$ cat config.mk
export PLATFORM = sky130hd
export DESIGN_NAME = acc_handoff_ctrl
export DESIGN_NICKNAME = d
export VERILOG_FILES = /design/src/rtl/hoff_pkg.sv /design/src/rtl/hoff_decode.sv /design/src/rtl/hoff_agen.sv /design/src/rtl/hoff_fsm.sv /design/src/rtl/acc_handoff_ctrl.sv
export SDC_FILE = /design/constraint.sdc
export NUM_CORES = 1
export LEC_CHECK = 0
export ABC_AREA = 1
export BUFFER_PORTS_ARGS = -buffer_cell sky130_fd_sc_hd__buf_4
export CAP_MARGIN = 40
export CORE_ASPECT_RATIO = 0.7
export CORE_MARGIN = 5
export CORE_UTILIZATION = 30
export DETAILED_ROUTE_END_ITERATION = 7
export PLACE_DENSITY_LB_ADDON = 0.08
export SYNTH_ARGS = -nofsm -noshare
export SYNTH_HDL_FRONTEND = slang
export SYNTH_SLANG_ARGS = --single-unit
$ cat constraint.sdc
create_clock -name clk -period 4.6 [get_ports clk]
set_input_delay 0.92 -clock clk [delete_from_list [all_inputs] [get_ports clk]]
set_output_delay 0.92 -clock clk [all_outputs]
set_load 0.05 [all_outputs]
$ cat src/rtl/hoff_pkg.sv
package hoff_pkg;
    localparam logic [6:0] OPC_CUSTOM0 = 7'b0001011;
    localparam logic [2:0] F3_HANDOFF  = 3'b000;
    localparam logic [2:0] F3_RETURN   = 3'b001;

    typedef enum logic [1:0] {
        ST_IDLE,
        ST_LAUNCH,
        ST_WAIT
    } hoff_state_e;
endpackage

$ cat src/rtl/hoff_decode.sv
module hoff_decode
    import hoff_pkg::*;
#(
    parameter int ILEN = 32
) (
    input  logic            valid,
    input  logic [ILEN-1:0] inst,
    output logic            is_handoff,
    output logic            is_return
);
    logic       custom_hit;
    logic       unused_fields;
    logic [2:0] f3;

    assign f3            = inst[14:12];
    assign custom_hit    = valid && (inst[6:0] == OPC_CUSTOM0);
    assign unused_fields = ^{inst[ILEN-1:15], inst[11:7]};

    always_comb begin
        is_handoff = 1'b0;
        is_return  = 1'b0;
        if (custom_hit) begin
            is_handoff = (f3 == F3_HANDOFF);
            is_return  = (f3 == F3_RETURN);
        end
    end
endmodule

$ cat src/rtl/hoff_agen.sv
module hoff_agen #(
    parameter int XLEN  = 32,
    parameter int IMM_W = 12
) (
    input  logic [XLEN-1:0]  base,
    input  logic [IMM_W-1:0] imm,
    output logic [XLEN-1:0]  sum
);
    localparam int EXT_W = XLEN - IMM_W;
    logic [XLEN-1:0] imm_sx;

    assign imm_sx = {{EXT_W{imm[IMM_W-1]}}, imm};
    assign sum    = base + imm_sx;
endmodule

$ cat src/rtl/hoff_fsm.sv
module hoff_fsm
    import hoff_pkg::*;
#(
    parameter int XLEN     = 32,
    parameter int PC_STEP  = 4
) (
    input  logic            clk,
    input  logic            rst_n,
    input  logic            take_handoff,
    input  logic            take_return,
    input  logic            acc_done,
    input  logic [XLEN-1:0] target,
    input  logic [XLEN-1:0] pc,
    output logic            start,
    output logic            stall,
    output logic            sel_acc,
    output logic            redir_valid,
    output logic [XLEN-1:0] redir_addr,
    output logic [XLEN-1:0] arg_addr
);
    localparam logic [XLEN-1:0] STEP = XLEN'(PC_STEP);

    hoff_state_e     state, state_nx;
    logic [XLEN-1:0] resume_pc;

    always_comb begin
        state_nx = state;
        unique case (state)
            ST_IDLE:   if (take_handoff) state_nx = ST_LAUNCH;
            ST_LAUNCH: state_nx = ST_WAIT;
            ST_WAIT:   if (acc_done) state_nx = ST_IDLE;
            default:   state_nx = ST_IDLE;
        endcase
    end

    always_ff @(posedge clk) begin
        if (!rst_n) state <= ST_IDLE;
        else        state <= state_nx;
    end

    always_comb begin
        start   = 1'b0;
        stall   = 1'b0;
        sel_acc = 1'b0;
        unique case (state)
            ST_IDLE:   ;
            ST_LAUNCH: begin start = 1'b1; stall = 1'b1; sel_acc = 1'b1; end
            ST_WAIT:   begin stall = 1'b1; sel_acc = 1'b1; end
            default:   ;
        endcase
    end

    always_ff @(posedge clk) begin
        if (!rst_n) begin
            redir_valid <= 1'b0;
            redir_addr  <= '0;
            arg_addr    <= '0;
            resume_pc   <= '0;
        end else begin
            redir_valid <= 1'b0;
            if (state == ST_IDLE && take_handoff) begin
                arg_addr  <= target;
                resume_pc <= pc + STEP;
            end else if (state == ST_IDLE && take_return) begin
                redir_valid <= 1'b1;
                redir_addr  <= target;
            end else if (state == ST_WAIT && acc_done) begin
                redir_valid <= 1'b1;
                redir_addr  <= resume_pc;
            end
        end
    end
endmodule

$ cat src/rtl/acc_handoff_ctrl.sv
module acc_handoff_ctrl #(
    parameter int XLEN    = 32,
    parameter int IMM_W   = 12,
    parameter int PC_STEP = 4
) (
    input  logic            clk,
    input  logic            rst_n,
    input  logic            dec_valid,
    input  logic [31:0]     dec_inst,
    input  logic [XLEN-1:0] dec_rs1,
    input  logic [XLEN-1:0] dec_pc,
    input  logic            acc_done,
    output logic            acc_start,
    output logic [XLEN-1:0] acc_arg_addr,
    output logic            pipe_stall,
    output logic            dmem_sel_acc,
    output logic            pc_redir_valid,
    output logic [XLEN-1:0] pc_redir_addr
);
    logic            is_handoff, is_return;
    logic [XLEN-1:0] target;

    hoff_decode #(.ILEN(32)) u_dec (
        .valid      (dec_valid),
        .inst       (dec_inst),
        .is_handoff (is_handoff),
        .is_return  (is_return)
    );

    hoff_agen #(.XLEN(XLEN), .IMM_W(IMM_W)) u_agen (
        .base (dec_rs1),
        .imm  (dec_inst[31 -: IMM_W]),
        .sum  (target)
    );

    hoff_fsm #(.XLEN(XLEN), .PC_STEP(PC_STEP)) u_fsm (
        .clk          (clk),
        .rst_n        (rst_n),
        .take_handoff (is_handoff),
        .take_return  (is_return),
        .acc_done     (acc_done),
        .target       (target),
        .pc           (dec_pc),
        .start        (acc_start),
        .stall        (pipe_stall),
        .sel_acc      (dmem_sel_acc),
        .redir_valid  (pc_redir_valid),
        .redir_addr   (pc_redir_addr),
        .arg_addr     (acc_arg_addr)
    );
endmodule

==> impl_metrics.toml, run 1 <==
[finish]
drive_gt1_frac = 0.149
n_antenna_cell = 0
fin_nets = 1479
multi_input_area_sq_um = 4230
area_growth_pct = 25.2
design_area_sq_um = 8950
regArea_sq_um = 1980
n_fill_cell = 2667
final_cells = 1666

[route]
num_vias = 7520
routed_wl_microns = 24300
drtIter0Drc = 499
wire_per_inst_microns = 14.6
first_pass_iters = 5
antenna_left = 0
viasPerCell = 4.51
drc = 0

[sta]
timing.fmax_ghz = 0.363
skew_ps = 3.49
fin_crit_sh = 0.599
hold_viol = 0
tightest_slew_ps = 728
setup_violations = 0
fin_crit_ps = 2760
slew_viol_final = 0
maxSlewHeadroom = 0.514
final.setup.tns_ps = 0
rsz0062_at_grt = "false"
whs_ps = 455

[clock_tree]
cts_hold_buffers = 0
cts_max_path_buffers = 2
cts_resized = 0
path_clk_slew_ps = 70
insertion_delay_ps = 340
cts_sinks = 99
cts_tree = "yes"
postCtsSetupBuffers = 0
cts_buffers = 9
htree_levels = 3
cts_root_buffer = "clkbuf_16"

[global_route]
grt_antenna_before_repair = 0
grt_pass1_vias = 7017
grt_max_degree = 64
grt_pass1_wl_microns = 38200
grt-ovfl-total = 0
globalRouteTotalUtil = 0.175

[place]
place_inst = 1650
gp_congestion = 0.942
placed_area_sq_um = 8620
portBuffers = 157
post-dp-hpwl_microns = 19700

[hold_path]
hold_class = "reg -> reg"

[pwr]
seqPwrFrac = 0.391
power_density_nw_per_um2 = 249
p_switching_mw = 0.673
ir_worst_vdd_mv = 0.174
power_frac_clock = 0.371
p_leak_nw = 4.86
p_int_mw = 1.56
pwr-share-comb = 0.238
fin_total_pwr_mw = 2.23
switching_share = 0.302

[synth]
synth_top_cells_by_area = "dfxtp_1 28%, nand2_1 20%, inv_1 11%, a21oi_1 7.0%, nor2_1 6.9%"
synthFlopType = "dfxtp_1"
seq_area_frac_synth = 0.277
synth.avg_cell_area_sq_um = 5.94
synth_cell_types = 36
async_flop_share = 0
syn-num-nets = 1340
synth_edf_count = 0
ys_warn_count = 0
yosys.area.top_type = "dfxtp_1"
ys_seq_elements = 99
syn_area_sq_um = 7150
syn_inst = 1204
synth_top_area_share = 0.277

[setup_path]
end_kind = "flip-flop"
critPathArrivalTime_ps = 2990
start_kind = "input pin"
required_ps = 4840
worstSetupPathType = "in -> reg"
critPathMaxFanout = 56

[die]
coreArea_sq_um = 23600
start_util = 0.303
die_h_microns = 139
dieArea_sq_um = 27100
die_x_microns = 195
row_count = 47
io_pins = 168

[outcome]
status = "finished, final reports clean"

[flow_run]
cap_violations = 0
[power groups by stage]
stage               sequential (mW)  combinational [mW]  clock [mW]
floorplan                     0.919               0.313           0
global placement              0.892               0.534           0
detailed placement            0.892               0.534           0
CTS                           0.872               0.537       0.851
global route                  0.873               0.603       0.886
finish                        0.873               0.532       0.828
[cell families (layout without fill, tap and decap cells)]
logic type / after synthesis / in the layout / share of synthesized area
simple gates: 616 / 616 / 0.358
xor+xnor: 29 / 29 / 0.0355
fa+ha+maj: 36 / 36 / 0.0640
buf+inv: 240 / 384 / 0.131
compound gates: 184 / 184 / 0.134
flops: 99 / 99 / 0.277
[cells in the final DEF, fill, tap and decap left out, types with 6 or more instances in the layout]
cell	synthesis	routed
buf_4	6	161
o21ai_1	13	13
xnor2_1	10	10
o211ai_1	8	8
or2_2	7	7
clkbuf_16	0	9
nor3_1	18	18
o21ai_0	58	58
xor2_1	19	19
ha_1	35	35
dfxtp_1	99	99
nor2_1	132	132
a21oi_1	100	100
inv_1	201	201
nand2_1	372	372
nand3b_1	6	6
nand3_1	58	58
[synthesized netlist by cell type, types with 7 or more instances]
library cell	count
nor3_1	18
o21ai_1	13
clkbuf_1	14
xor2_1	19
or2_2	7
a21oi_1	100
dfxtp_1	99
inv_1	201
buf_2	13
nand2_1	372
ha_1	35
nor2_1	132
nand3_1	58
xnor2_1	10
o211ai_1	8
o21ai_0	58
[final timing paths]
| check | start | endpoint | slack, ps | depth (start not counted) |
|---|---|---|---|---|
| worst min-delay path | u_fsm.resume_pc[0] | u_fsm.resume_pc[0] | 450 | 2 |
| worst min register to register | u_fsm.resume_pc[0] | u_fsm.resume_pc[0] | 450 | 2 |
| worst max register to register | u_fsm.state[0] | u_fsm.redir_addr[2] | 2300 | 12 |
| worst max-delay path | dec_inst[13] | u_fsm.resume_pc[24] | 1840 | 9 |
[state kept, by name, indices dropped and copies added, names as in the netlist]
name	cells
u_fsm.resume_pc	32
u_fsm.state	2
u_fsm.redir_valid	1
u_fsm.arg_addr	32
u_fsm.redir_addr	32
[through the flow]
stage / utilization / worst slack (ps)
global placement: 0.365 / 1470
CTS: 0.380 / 1850
global route: 0.380 / 1640
finish: 0.380 / 1840
floorplan: - / 2140
detailed placement: 0.366 / 1470
[worst max-delay path: stages]
cell and delay, ps:
buf_4 100, or2_1 260, nor2_1 170, nand4_2 290
inv_2 590, buf_12 310, nand3_1 140, o211ai_1 100
inv_1 50
[routing by layer]
layer	global-route usage	up-vias	part of all wire
li1	-	4031	-
met1	0.271	3291	0.53
met2	0.254	189	0.40
met3	0.0396	9	0.067
met4	0.0166	0	0.0035
met5	0	-	0
[layout make-up]
type / count / share of cell area
tap: 318 / 0.0445
multi-input combinational: 865 / 0.472
sequential: 99 / 0.221
clock buffer: 12 / 0.0287
timing repair buffer: 163 / 0.139
inverter: 205 / 0.0860
clock inverter: 4 / 0.00811
Power figures use the tool's default switching activity.
==> run 2: changes to the inputs <==
ABC_AREA = 0   (was 1)
clock period = 2.6 ns   (was 4.6 ns; I/O delays follow)
==> run 2 against run 1 <==
Effect of this change:
- sequential share of layout area shrank 0.48 points
- utilization grew 7.8 points
- clock power grew 110%
- combinational power grew 99%
- total power grew 93%
- hold slack lost 84 ps
- critical path depth grew 2
- via count shrank 15%
- cell area grew 2.2%
- die area shrank 13%
- synthesized cell count shrank 37%
- critical path type unchanged
- largest cell class unchanged
- highest routed layer unchanged
==> impl_metrics.toml, run 2 <==
[finish]
area_growth_pct = 48.1
n_fill_cell = 2014
top_regs = "u_fsm.arg_addr: 32 flops, u_fsm.redir_addr: 32 flops, u_fsm.resume_pc: 32 flops"
final_cells = 1278
n_antenna_cell = 0
final_cell_mix = "272 x buf_4, 99 x dfxtp_1, 78 x nor2_1"
drive_gt1_frac = 0.347
fin_nets = 1139
final_common_cell = "buf_4"

[sta]
setup_violations = 0
fin_crit_sh = 0.964
fin_ws_ps = 93.8
fin_crit_ps = 2510
final.setup.tns_ps = 0
hold_viol = 0
slew_viol_final = 0
tightest_slew_ps = 493
whs_ps = 370
maxSlewHeadroom = 0.671
timing.fmax_ghz = 0.399
skew_ps = 6.12

[synth]
yosys.area.top_type = "dfxtp_1"
yosysMostFrequentCell = "dfxtp_1"
synth_edf_count = 0
syn_area_sq_um = 6180
ys_warn_count = 0
syn-num-nets = 898
seq_area_frac_synth = 0.321
synth_cell_types = 67
syn_inst = 762
synth_top_cells_by_area = "dfxtp_1 32%, ha_1 7.1%, a211oi_1 6.4%, nor2_1 4.9%, a21oi_1 4.8%"
synth.avg_cell_area_sq_um = 8.11
ys_seq_elements = 99
synthFlopType = "dfxtp_1"
async_flop_share = 0
synthTopCellsByCount = "99 x dfxtp_1, 81 x nor2_1, 74 x nand2_1"
synth_top_area_share = 0.321

[outcome]
status = "finished, final reports clean"

[route]
drtIter0Drc = 417
first_pass_iters = 5
wire_per_inst_microns = 17.2
antenna_left = 0
viasPerCell = 5.01
drc = 0
routed_wl_microns = 22000
num_vias = 6397

[global_route]
grt_antenna_before_repair = 0
globalRouteTotalUtil = 0.180
grt-ovfl-total = 0
grt_pass1_vias = 6065
grt_max_degree = 68
grt_pass1_wl_microns = 33900

[hold_path]
hold_class = "in -> reg"
hold_depth = 2

[setup_path]
slowest_stage = "or4_4"
worstSetupPathType = "in -> reg"
critPathBufInv = 2
start_kind = "input pin"
end_kind = "flip-flop"
critPathArrivalTime_ps = 2790
slowest_delay_ps = 520
required_ps = 2880
crit_cells = 11
path_cells = "buf_8 -> buf_12 -> ha_4 -> and3_4 -> a221oi_4 -> o211a_1 -> nor2_1 -> a211oi_2 -> a21oi_2 -> or4_4 -> a31oi_1"
critPathMaxFanout = 9
worst_r2r_path_depth = 8
path_delay_family = "compound AO/OA/AOI/OAI gates"

[place]
place_inst = 1258
pre_cts_slack_ps = -453
portBuffers = 157
gp_congestion = 0.826
post-dp-hpwl_microns = 17400

[pwr]
p_leak_nw = 3.77
fin_total_pwr_mw = 4.31
ir_worst_vdd_mv = 0.332
power_density_nw_per_um2 = 471

[die]
coreArea_sq_um = 20000
start_util = 0.309
die_x_microns = 182
row_count = 43
io_pins = 168
die_h_microns = 130
dieArea_sq_um = 23600

[flow_run]
cap_violations = 0

[clock_tree]
cts_root_buffer = "clkbuf_16"
cts_hold_buffers = 0
path_clk_slew_ps = 70
cts_sinks = 99
cts_tree = "yes"
htree_levels = 3
insertion_delay_ps = 350
cts_buffers = 9
cts_max_path_buffers = 2
run 2: path summary, 6_finish.rpt:
path                           start                   end  slack, ps
hold reg to reg   u_fsm.arg_addr[15]    u_fsm.arg_addr[15]        460
setup / recovery        dec_inst[31]  u_fsm.redir_addr[31]         90
hold / removal             dec_pc[2]    u_fsm.resume_pc[2]        370
setup reg to reg      u_fsm.state[0]  u_fsm.redir_addr[17]        550
run 2: timing repair:
action / CTS / global route
endpoints found under the setup margin: 10 / 30
setup buffers: 0 / 5
resized for setup: 6 / 35
endpoints found under the hold margin: 0 / 0
pin swaps: 0 / 26
run 2: routing by layer:
layer / part of all wire / track usage / vias up
met5: 0 / 0 / -
li1: - / - / 3245
met2: 0.40 / 0.245 / 157
met1: 0.55 / 0.291 / 2980
met4: 0.011 / 0.0450 / 0
met3: 0.046 / 0.0248 / 15
run 2: report_power, final:
part           switching [mW]  internal, mW  total [mW]
registers            0.000631          1.52        1.52
logic                   0.544         0.519        1.06
clock network           0.594          1.14        1.73
run 2: kinds of logic (layout without fill, tap and decap cells):
group | count (synthesis) | after routing | synth area share
compound gates | 208 | 208 | 0.228
xor+xnor | 46 | 46 | 0.0652
fa+ha+maj | 36 | 36 | 0.0741
buf+inv | 66 | 312 | 0.0476
flops | 99 | 99 | 0.321
mux | 30 | 30 | 0.0502
simple gates | 277 | 277 | 0.215
run 2: worst register-to-register path: stages (launching register included):
cell	delay, ps
dfxtp_1	350
inv_1	70
ha_1	240
nand2_1	90
and3_2	520
buf_12	260
mux2i_1	200
nand2_1	70
o211a_1	130
run 2: stage by stage:
stage | util | cell area, sq um
2_1_floorplan | - | 6270
3_3_place_gp | 0.426 | 8520
3_5_place_dp | 0.426 | 8520
4_1_cts | 0.447 | 8940
5_1_grt | 0.457 | 9150
6_report | 0.457 | 9150
run 2: layout make-up:
cell class / count / area [sq um] / area share
clock buffer: 10 / 229 / 0.0250
sequential: 99 / 1980 / 0.217
multi-input combinational: 597 / 4200 / 0.458
tap: 270 / 338 / 0.0369
clock inverter: 6 / 159 / 0.0174
timing repair buffer: 280 / 2190 / 0.239
inverter: 16 / 60.1 / 0.00656
